File: src/rtl/splitter_pkg.sv
package splitter_pkg;
  localparam int LANES = 4;
  localparam int DATA_W = 8 * LANES;

  localparam logic [1:0] SZ_BYTE = 2'd0;
  localparam logic [1:0] SZ_HALF = 2'd1;
  localparam logic [1:0] SZ_WORD = 2'd2;

  // One step of a split sequence: byte offset from the request address,
  // transfer size, and whether it is the final step.
  typedef struct packed {
    logic [1:0] offs;
    logic [1:0] size;
    logic       last;
  } step_t;

  function automatic step_t mk_step(logic [1:0] offs, logic [1:0] size, logic last);
    step_t s;
    s.offs = offs;
    s.size = size;
    s.last = last;
    return s;
  endfunction

  function automatic logic [2:0] size_bytes(logic [1:0] size);
    case (size)
      SZ_BYTE: return 3'd1;
      SZ_HALF: return 3'd2;
      default: return 3'd4;
    endcase
  endfunction
endpackage

File: src/rtl/split_planner.sv
module split_planner
  import splitter_pkg::*;
(
  input  logic [1:0] off,
  input  logic [1:0] req_size,
  input  logic [1:0] idx,
  output step_t      step
);
  always_comb begin
    step = mk_step(2'd0, SZ_WORD, 1'b1);
    if (req_size == SZ_BYTE) begin
      step = mk_step(2'd0, SZ_BYTE, 1'b1);
    end else if (req_size == SZ_HALF) begin
      if (off[0]) begin
        step = (idx == 2'd0) ? mk_step(2'd0, SZ_BYTE, 1'b0)
                             : mk_step(2'd1, SZ_BYTE, 1'b1);
      end else begin
        step = mk_step(2'd0, SZ_HALF, 1'b1);
      end
    end else begin
      case (off)
        2'd0: step = mk_step(2'd0, SZ_WORD, 1'b1);
        2'd2: step = (idx == 2'd0) ? mk_step(2'd0, SZ_HALF, 1'b0)
                                   : mk_step(2'd2, SZ_HALF, 1'b1);
        default: begin
          case (idx)
            2'd0:    step = mk_step(2'd0, SZ_BYTE, 1'b0);
            2'd1:    step = mk_step(2'd1, SZ_HALF, 1'b0);
            default: step = mk_step(2'd3, SZ_BYTE, 1'b1);
          endcase
        end
      endcase
    end
  end
endmodule

File: src/rtl/lane_gather.sv
module lane_gather
  import splitter_pkg::*;
(
  input  logic [1:0]        lane,
  input  logic [1:0]        size,
  input  logic [1:0]        pos,
  input  logic [DATA_W-1:0] rdata,
  input  logic [DATA_W-1:0] cur,
  output logic [DATA_W-1:0] merged
);
  logic [2:0] nbytes;
  assign nbytes = size_bytes(size);

  for (genvar i = 0; i < LANES; i++) begin : g_byte
    logic [2:0] rel;
    logic [1:0] src;
    logic       hit;
    assign rel = 3'(i) - {1'b0, pos};
    assign hit = (3'(i) >= {1'b0, pos}) && (rel < nbytes);
    assign src = lane + rel[1:0];
    assign merged[8*i +: 8] = hit ? rdata[{src, 3'b000} +: 8] : cur[8*i +: 8];
  end
endmodule

File: src/rtl/unaligned_load_splitter.sv
module unaligned_load_splitter
  import splitter_pkg::*;
#(
  parameter int ADDR_W = 32
) (
  input  logic              clk,
  input  logic              rst,
  input  logic              req_valid,
  output logic              req_ready,
  input  logic [ADDR_W-1:0] req_addr,
  input  logic [1:0]        req_size,
  output logic              rsp_valid,
  output logic [DATA_W-1:0] rsp_data,
  output logic              bus_trans,
  output logic [ADDR_W-1:0] bus_addr,
  output logic [1:0]        bus_size,
  input  logic              bus_ready,
  input  logic [DATA_W-1:0] bus_rdata
);
  typedef enum logic {ST_IDLE, ST_XFER} state_e;

  state_e            state_q;
  logic [ADDR_W-1:0] base_q;
  logic [1:0]        rsize_q;
  logic [1:0]        step_q;
  logic [1:0]        pos_q;
  logic              last_q;
  logic [DATA_W-1:0] result_q;
  logic              rsp_valid_q;
  logic              trans_q;
  logic [ADDR_W-1:0] baddr_q;
  logic [1:0]        bsize_q;

  logic              idle;
  logic              accept;
  logic              done_xfer;
  logic [1:0]        plan_off;
  logic [1:0]        plan_size;
  logic [1:0]        plan_idx;
  step_t             plan;
  logic [DATA_W-1:0] merged;

  assign idle      = (state_q == ST_IDLE);
  assign accept    = idle && req_valid;
  assign done_xfer = (state_q == ST_XFER) && bus_ready;

  assign plan_off  = idle ? req_addr[1:0] : base_q[1:0];
  assign plan_size = idle ? req_size : rsize_q;
  assign plan_idx  = idle ? 2'd0 : step_q + 2'd1;

  split_planner u_planner (
    .off      (plan_off),
    .req_size (plan_size),
    .idx      (plan_idx),
    .step     (plan)
  );

  lane_gather u_gather (
    .lane   (baddr_q[1:0]),
    .size   (bsize_q),
    .pos    (pos_q),
    .rdata  (bus_rdata),
    .cur    (result_q),
    .merged (merged)
  );

  always_ff @(posedge clk) begin
    if (rst) begin
      state_q     <= ST_IDLE;
      base_q      <= '0;
      rsize_q     <= SZ_BYTE;
      step_q      <= '0;
      pos_q       <= '0;
      last_q      <= 1'b0;
      result_q    <= '0;
      rsp_valid_q <= 1'b0;
      trans_q     <= 1'b0;
      baddr_q     <= '0;
      bsize_q     <= SZ_BYTE;
    end else begin
      rsp_valid_q <= 1'b0;
      if (accept) begin
        state_q  <= ST_XFER;
        base_q   <= req_addr;
        rsize_q  <= req_size;
        step_q   <= 2'd0;
        result_q <= '0;
        trans_q  <= 1'b1;
        baddr_q  <= req_addr + ADDR_W'(plan.offs);
        bsize_q  <= plan.size;
        pos_q    <= plan.offs;
        last_q   <= plan.last;
      end else if (done_xfer) begin
        result_q <= merged;
        if (last_q) begin
          state_q     <= ST_IDLE;
          trans_q     <= 1'b0;
          rsp_valid_q <= 1'b1;
        end else begin
          step_q  <= step_q + 2'd1;
          baddr_q <= base_q + ADDR_W'(plan.offs);
          bsize_q <= plan.size;
          pos_q   <= plan.offs;
          last_q  <= plan.last;
        end
      end
    end
  end

  assign req_ready = idle;
  assign rsp_valid = rsp_valid_q;
  assign rsp_data  = result_q;
  assign bus_trans = trans_q;
  assign bus_addr  = baddr_q;
  assign bus_size  = bsize_q;

  // transfers are naturally aligned and use a legal size code
  p_aligned_r1: assert property (@(posedge clk) disable iff (rst)
    bus_trans |-> (bus_size != 2'd3) &&
                  !((bus_size == SZ_WORD) && (bus_addr[1:0] != 2'b00)) &&
                  !((bus_size == SZ_HALF) && bus_addr[0]));

  // a stalled transfer holds address and size
  p_hold_r7: assert property (@(posedge clk) disable iff (rst)
    (bus_trans && !bus_ready) |=> bus_trans && $stable(bus_addr) && $stable(bus_size));

  // no request is taken while a transfer is in flight
  p_busy_r8: assert property (@(posedge clk) disable iff (rst)
    bus_trans |-> !req_ready);

  // the response is a single-cycle pulse following a completed transfer
  p_pulse_r9: assert property (@(posedge clk) disable iff (rst)
    rsp_valid |=> !rsp_valid);

  p_after_done_r9: assert property (@(posedge clk) disable iff (rst)
    $rose(rsp_valid) |-> req_ready && !bus_trans);

  // an accepted request starts a transfer on the next cycle
  p_start_r8: assert property (@(posedge clk) disable iff (rst)
    (req_valid && req_ready) |=> bus_trans);
endmodule

File: config.mk
export PLATFORM = sky130hd
export DESIGN_NAME = unaligned_load_splitter
export DESIGN_NICKNAME = d
export VERILOG_FILES = /design/src/rtl/splitter_pkg.sv /design/src/rtl/split_planner.sv /design/src/rtl/lane_gather.sv /design/src/rtl/unaligned_load_splitter.sv
export SDC_FILE = /design/constraint.sdc
export NUM_CORES = 1
export LEC_CHECK = 0
export CAP_MARGIN = 15
export CORE_MARGIN = 2
export CORE_UTILIZATION = 51
export DETAILED_ROUTE_END_ITERATION = 10
export HOLD_SLACK_MARGIN = 0.1
export PLACE_DENSITY = 0.9
export SYNTH_ARGS = -nofsm -noshare
export SYNTH_HDL_FRONTEND = slang
export SYNTH_HIERARCHICAL = 1
export SYNTH_SLANG_ARGS = --single-unit
File: constraint.sdc
create_clock -name clk -period 4.4 [get_ports clk]
set_input_delay 0.66 -clock clk [delete_from_list [all_inputs] [get_ports clk]]
set_output_delay 0.66 -clock clk [all_outputs]
set_load 0.02 [all_outputs]
# Yosys cells after proc, flatten, opt, wreduce, memory -nomap -nowiden
# Cells that the tools add are included.
# classes
addsub	11
n_mux	27
shift	4
reduce_logical	20
n_bitwise	3
n_lt_le_gt_ge	7
n_eq_ne	5
# op_table
operator	count
32-bit by 6-bit indexed part select with 8-bit output	4
32-bit two-way mux	3
32-bit by 2-bit adder with 32-bit output	2
5-bit two-way mux	4
5-bit one-hot mux with 2 select lines	2
2-bit two-way mux	9
2-bit AND reduction	7
3-bit less-than comparator	4
2-bit adder	4
2-bit zero test	4
1-bit two-way mux	7
2-bit by 1-bit equality test with 1-bit output (second input constant)	3
3-bit one-hot mux with 2 select lines	1
1-bit by 2-bit subtractor with 3-bit output (first input constant)	2
2-bit by 2-bit subtractor with 3-bit output (first input constant)	2
1-bit logical AND	5
1-bit by 2-bit greater-or-equal comparator with 1-bit output (first input constant)	2
4-bit two-way mux	1
2-bit nonzero test	2
1-bit inverter	3
3-bit OR reduction	1
2-bit by 1-bit adder with 2-bit output (second input constant)	1
2-bit equality test (second input constant)	1
2-bit greater-or-equal comparator (first input constant)	1
other kinds (2)	2
# word_totals
register_bits	107
output_inout_bits	69

# Depth between registers and ports, before layout
# logic_depth
ltp_word	11
depth_mapped	15

# By module
# The synthesis kept the hierarchy.
# modules_own_cells
mod	area_each_um2	cells_per_inst	n_inst
unaligned_load_splitter	4858.4	582	1
lane_gather	1381.3	116	1
split_planner	83.8	15	1

# Worst setup path before layout
# No wires, ideal clock.
# synth_timing
path_kind	input -> register
startpoint	input port req_valid
endpoint	register baddr_q[28] (netlist: bus_addr[28])
arrival_time_ns	3.466
n_path_buf	4
stages	14
path_slack_ns	0.812
cell_sequence	nor2b_4 > buf_6 > buf_4 > buf_4 > buf_2 > nand2_1 > nand2_1 > ha_1 > fa_1 > nand3_1 > nor3_1 > o221ai_2 > or4_1 > a221o_1
# synth_between
elab_chain_len	3
elab_cells_between_ends	5
classes_between	1 x eq/ne; 1 x mux; 3 x reduce/logical
# synth_lines
element	line_no	text
from (decl)	unaligned_load_splitter.sv:8	input logic req_valid,
1-bit logical AND *	unaligned_load_splitter.sv:44	assign accept = idle && req_valid;
2-bit by 1-bit inequality test with 1-bit output (no source line) / 2-bit nonzero test (equally long branches)	n/a	
2-bit AND reduction (no source line)	n/a	
to (signal assigned)	unaligned_load_splitter.sv:89	baddr_q <= req_addr + ADDR_W'(plan.offs);
to (signal assigned)	unaligned_load_splitter.sv:101	baddr_q <= base_q + ADDR_W'(plan.offs);
to (decl)	unaligned_load_splitter.sv:31	logic [ADDR_W-1:0] baddr_q;
# Every way passes the cells marked *; elsewhere a longest branch is shown, timed or not.
# A chain may end at the register's enable or synchronous reset.

==> flow_summary.toml <==
[outcome]
status = "finished clean"

[clock_network]
cts_root_buffer = "clkbuf_16"
holdBufCountCts = 0
clkSinkCount = 107
cts.path.max_buffers = 2
cts_max_level = 3
postCtsSetupRepairBufs = 0
cts-resized-gates = 0
cts_tree = "yes"
numCtsBuffers = 9
clk_latency_ps = 360
clk_pin_slew_ps = 70

[grt]
grt.overflow.total = 0
antenna_found_initial = 0
grt_pass1_vias = 5564
grt_pass1_wl_um = 27200
grt_max_degree = 56
grt_use_total_pct = 25.9

[floorplanning]
core_um2 = 12100
fp.dieW_um = 115
die_h_um = 115
die-area_um2 = 13300
row_count = 40
ioPinCount = 139
initial_core_util_pct = 52.4

[yosys]
synth_area_um2 = 6320
synth_top_area_share_pct = 33.9
synthMuxAreaShare_pct = 25.2
ys_warn_count = 6
synth_flop_cell = "dfxtp_1"
synth_enable_flop_cells = 0
synth_common_cells = "nand2_1, dfxtp_1, mux2i_1"
postSynth.asyncResetShare_pct = 0
yosys.area.top_type = "dfxtp_1"
syn_area_per_cell_um2 = 8.87
synthAdderAreaFrac_pct = 2.49
synth-seq-cells = 107
syn_inst = 713
yosys.cell_count.top_type = "nand2_1"
synthSimpleGateAreaFrac_pct = 21.4
netlist-cell-type-count = 65
syn_nets = 795
yosysSeqAreaShare_pct = 33.9
synth_compound_area_share_pct = 10.6
synth_top_family_by_area = "multiplexers"
synth_area_leaders = "dfxtp_1, mux2i_1, nand2_1"
synth_xor_area_share_pct = 2.47

[pwr]
p_sw_uw = 747
power.share.sequential_pct = 42.5
p_per_area_nw_per_um2 = 308
p_comb_share_pct = 25.7
intPower_uw = 1750
power_leakage_uw = 0.00325
p_clk_share_pct = 31.8
p_sw_share_pct = 29.9
ir_worst_vdd_uv = 304

[setup_path]
critPathLaunchType = "flip-flop"
worstSetupPathType = "reg -> reg"
critPathSlowestCell = "dfxtp_1"
crit_arrival_ps = 3950
cp_max_fo = 13
path_common_cell = "nor3_1"
cp_slowest_stage_delay_ps = 640
critPathCaptureType = "flip-flop"
cp.required_ps = 4640
path_cells = "mux2_2, inv_1, a21oi_1, nor2_1, fa_1, nand3_1, nor3_1, o221ai_2, nor3_1, nor3_1, a2111o_1"

[placed_design]
routabilityCongestion = 0.866
dpl_worst_slack_ps = 501
dpl.hpwl_um = 12100
portBuffers = 138

[drt]
first_iter_violations = 522
drc_errors = 0
vias_per_cell = 5.85
postRouteAntennaNets = 0
wl_per_cell_um = 17.1
wirelength_um = 17200
detailedRoute.firstPassIterationCount = 7
num_vias = 5896

[sta]
relSlewSlack_pct = 30.8
finalSetupTns_ps = 0
period_share_pct = 84.2
worst_slack_ps = 696
finalSetupViolations = 0
maxSlewViolCount = 0
fin_worst_skew_ps = 8.40
timing.final.crit_period_ps = 3700
max_freq_ghz = 0.270
rsz0062_at_grt = "false"
tightest_slew_ps = 1040
hold_violations = 0

[layout]
area_delta_synth_final_pct = 28.3
fillers = 942
layout-drive-gt1-share_pct = 10.8
multiInputGateArea_um2 = 3940
fin_nets = 917
n_antenna_cell = 0
area.sequential_um2 = 2140

[min_path]
holdCritPathClass = "reg -> reg"

[flow_run]
cap_violations = 0
[layout by cell type, fill, tap and decap left out, types with 11 or more instances in the layout]
cell               n
nor3_1            14
mux4_1            14
nor2_1            54
clkdlybuf4s50_1  137
mux2i_1           64
dfxtp_1          107
buf_4             16
mux2_2            39
nand3_1           18
nand2_1          154
ha_1              11
nand4_1           11
a21oi_1           55
[per-stage QoR]
| step | power [uW] | util [%] | cells | hold WS [ps] | cell area [um^2] |
|---|---|---|---|---|---|
| after CTS | 2510 | 67.3 | 1008 | 458 | 8110 |
| after global placement | 1700 | 64.8 | 992 | 440 | 7820 |
| after floorplan | 1490 | - | 713 | 433 | 6320 |
| after detailed placement | 1720 | 64.8 | 992 | 446 | 7820 |
| final | 2500 | 67.3 | 1008 | 455 | 8110 |
| after global routing | 2600 | 67.3 | 1008 | 467 | 8110 |
[registers in the layout, summed over array words and instances (netlist names)]
signal	cells
pos_q	2
bus_size	2
rsp_valid	1
base_q	32
rsp_data	32
last_q	1
bus_addr	32
rsize_q	2
step_q	2
bus_trans	1
[routing by layer]
metal	share of wire [%]	global-route usage, %	wire (um)	up-vias
met5	0	0	0	-
met4	1.9	9.16	320	0
met3	8.5	6.91	1460	30
met2	48	43.5	8270	282
met1	42	32.1	7200	2782
li1	-	-	-	2802
[critical path: cells and delay by family (launching register included)]
family / cells / cell delay (ps)
buffers and inverters: 1 / 120
AOI/OAI and AO/OA: 3 / 760
and+or+nand+nor: 5 / 1330
DFF: 1 / 640
adders and majority gates: 1 / 310
muxes: 1 / 450
[kinds of logic (layout without fill, tap and decap cells)]
| kind of cell | Yosys count | after routing |
|---|---|---|
| flops | 107 | 107 |
| compound gates | 104 | 104 |
| xor+xnor | 17 | 17 |
| fa+ha+maj | 12 | 12 |
| buf+inv | 52 | 179 |
| simple gates | 296 | 296 |
| mux | 125 | 125 |
[cell type report]
class	count	area share (%)
Multi-Input combinational cell	554	48.6
Sequential cell	107	26.4
Timing Repair Buffer	154	18.4
Clock buffer	12	3.16
Tap cell	168	2.59
Clock inverter	4	0.432
Inverter	9	0.416
[path summary, 6_finish.rpt]
path / startpoint / endpoint / slack, ps / cells after the start
setup / recovery: bus_trans$_SDFFE_PP0P_ / bus_addr[20]$_SDFFE_PP0P_ / 700 / 11
hold / removal: bus_addr[3]$_SDFFE_PP0P_ / bus_addr[3]$_SDFFE_PP0P_ / 460 / 2
setup reg to reg: bus_trans$_SDFFE_PP0P_ / bus_addr[20]$_SDFFE_PP0P_ / 700 / 11
hold reg to reg: bus_addr[3]$_SDFFE_PP0P_ / bus_addr[3]$_SDFFE_PP0P_ / 460 / 2
[power by group through the flow]
stage	Clock [uW]	Combinational (uW)	Sequential (uW)
final	795	641	1060
after detailed placement	0	632	1080
after CTS	812	636	1060
after floorplan	0	384	1110
after global routing	841	686	1070
after global placement	0	620	1080
No activity file was read; power rests on OpenSTA's default activity.
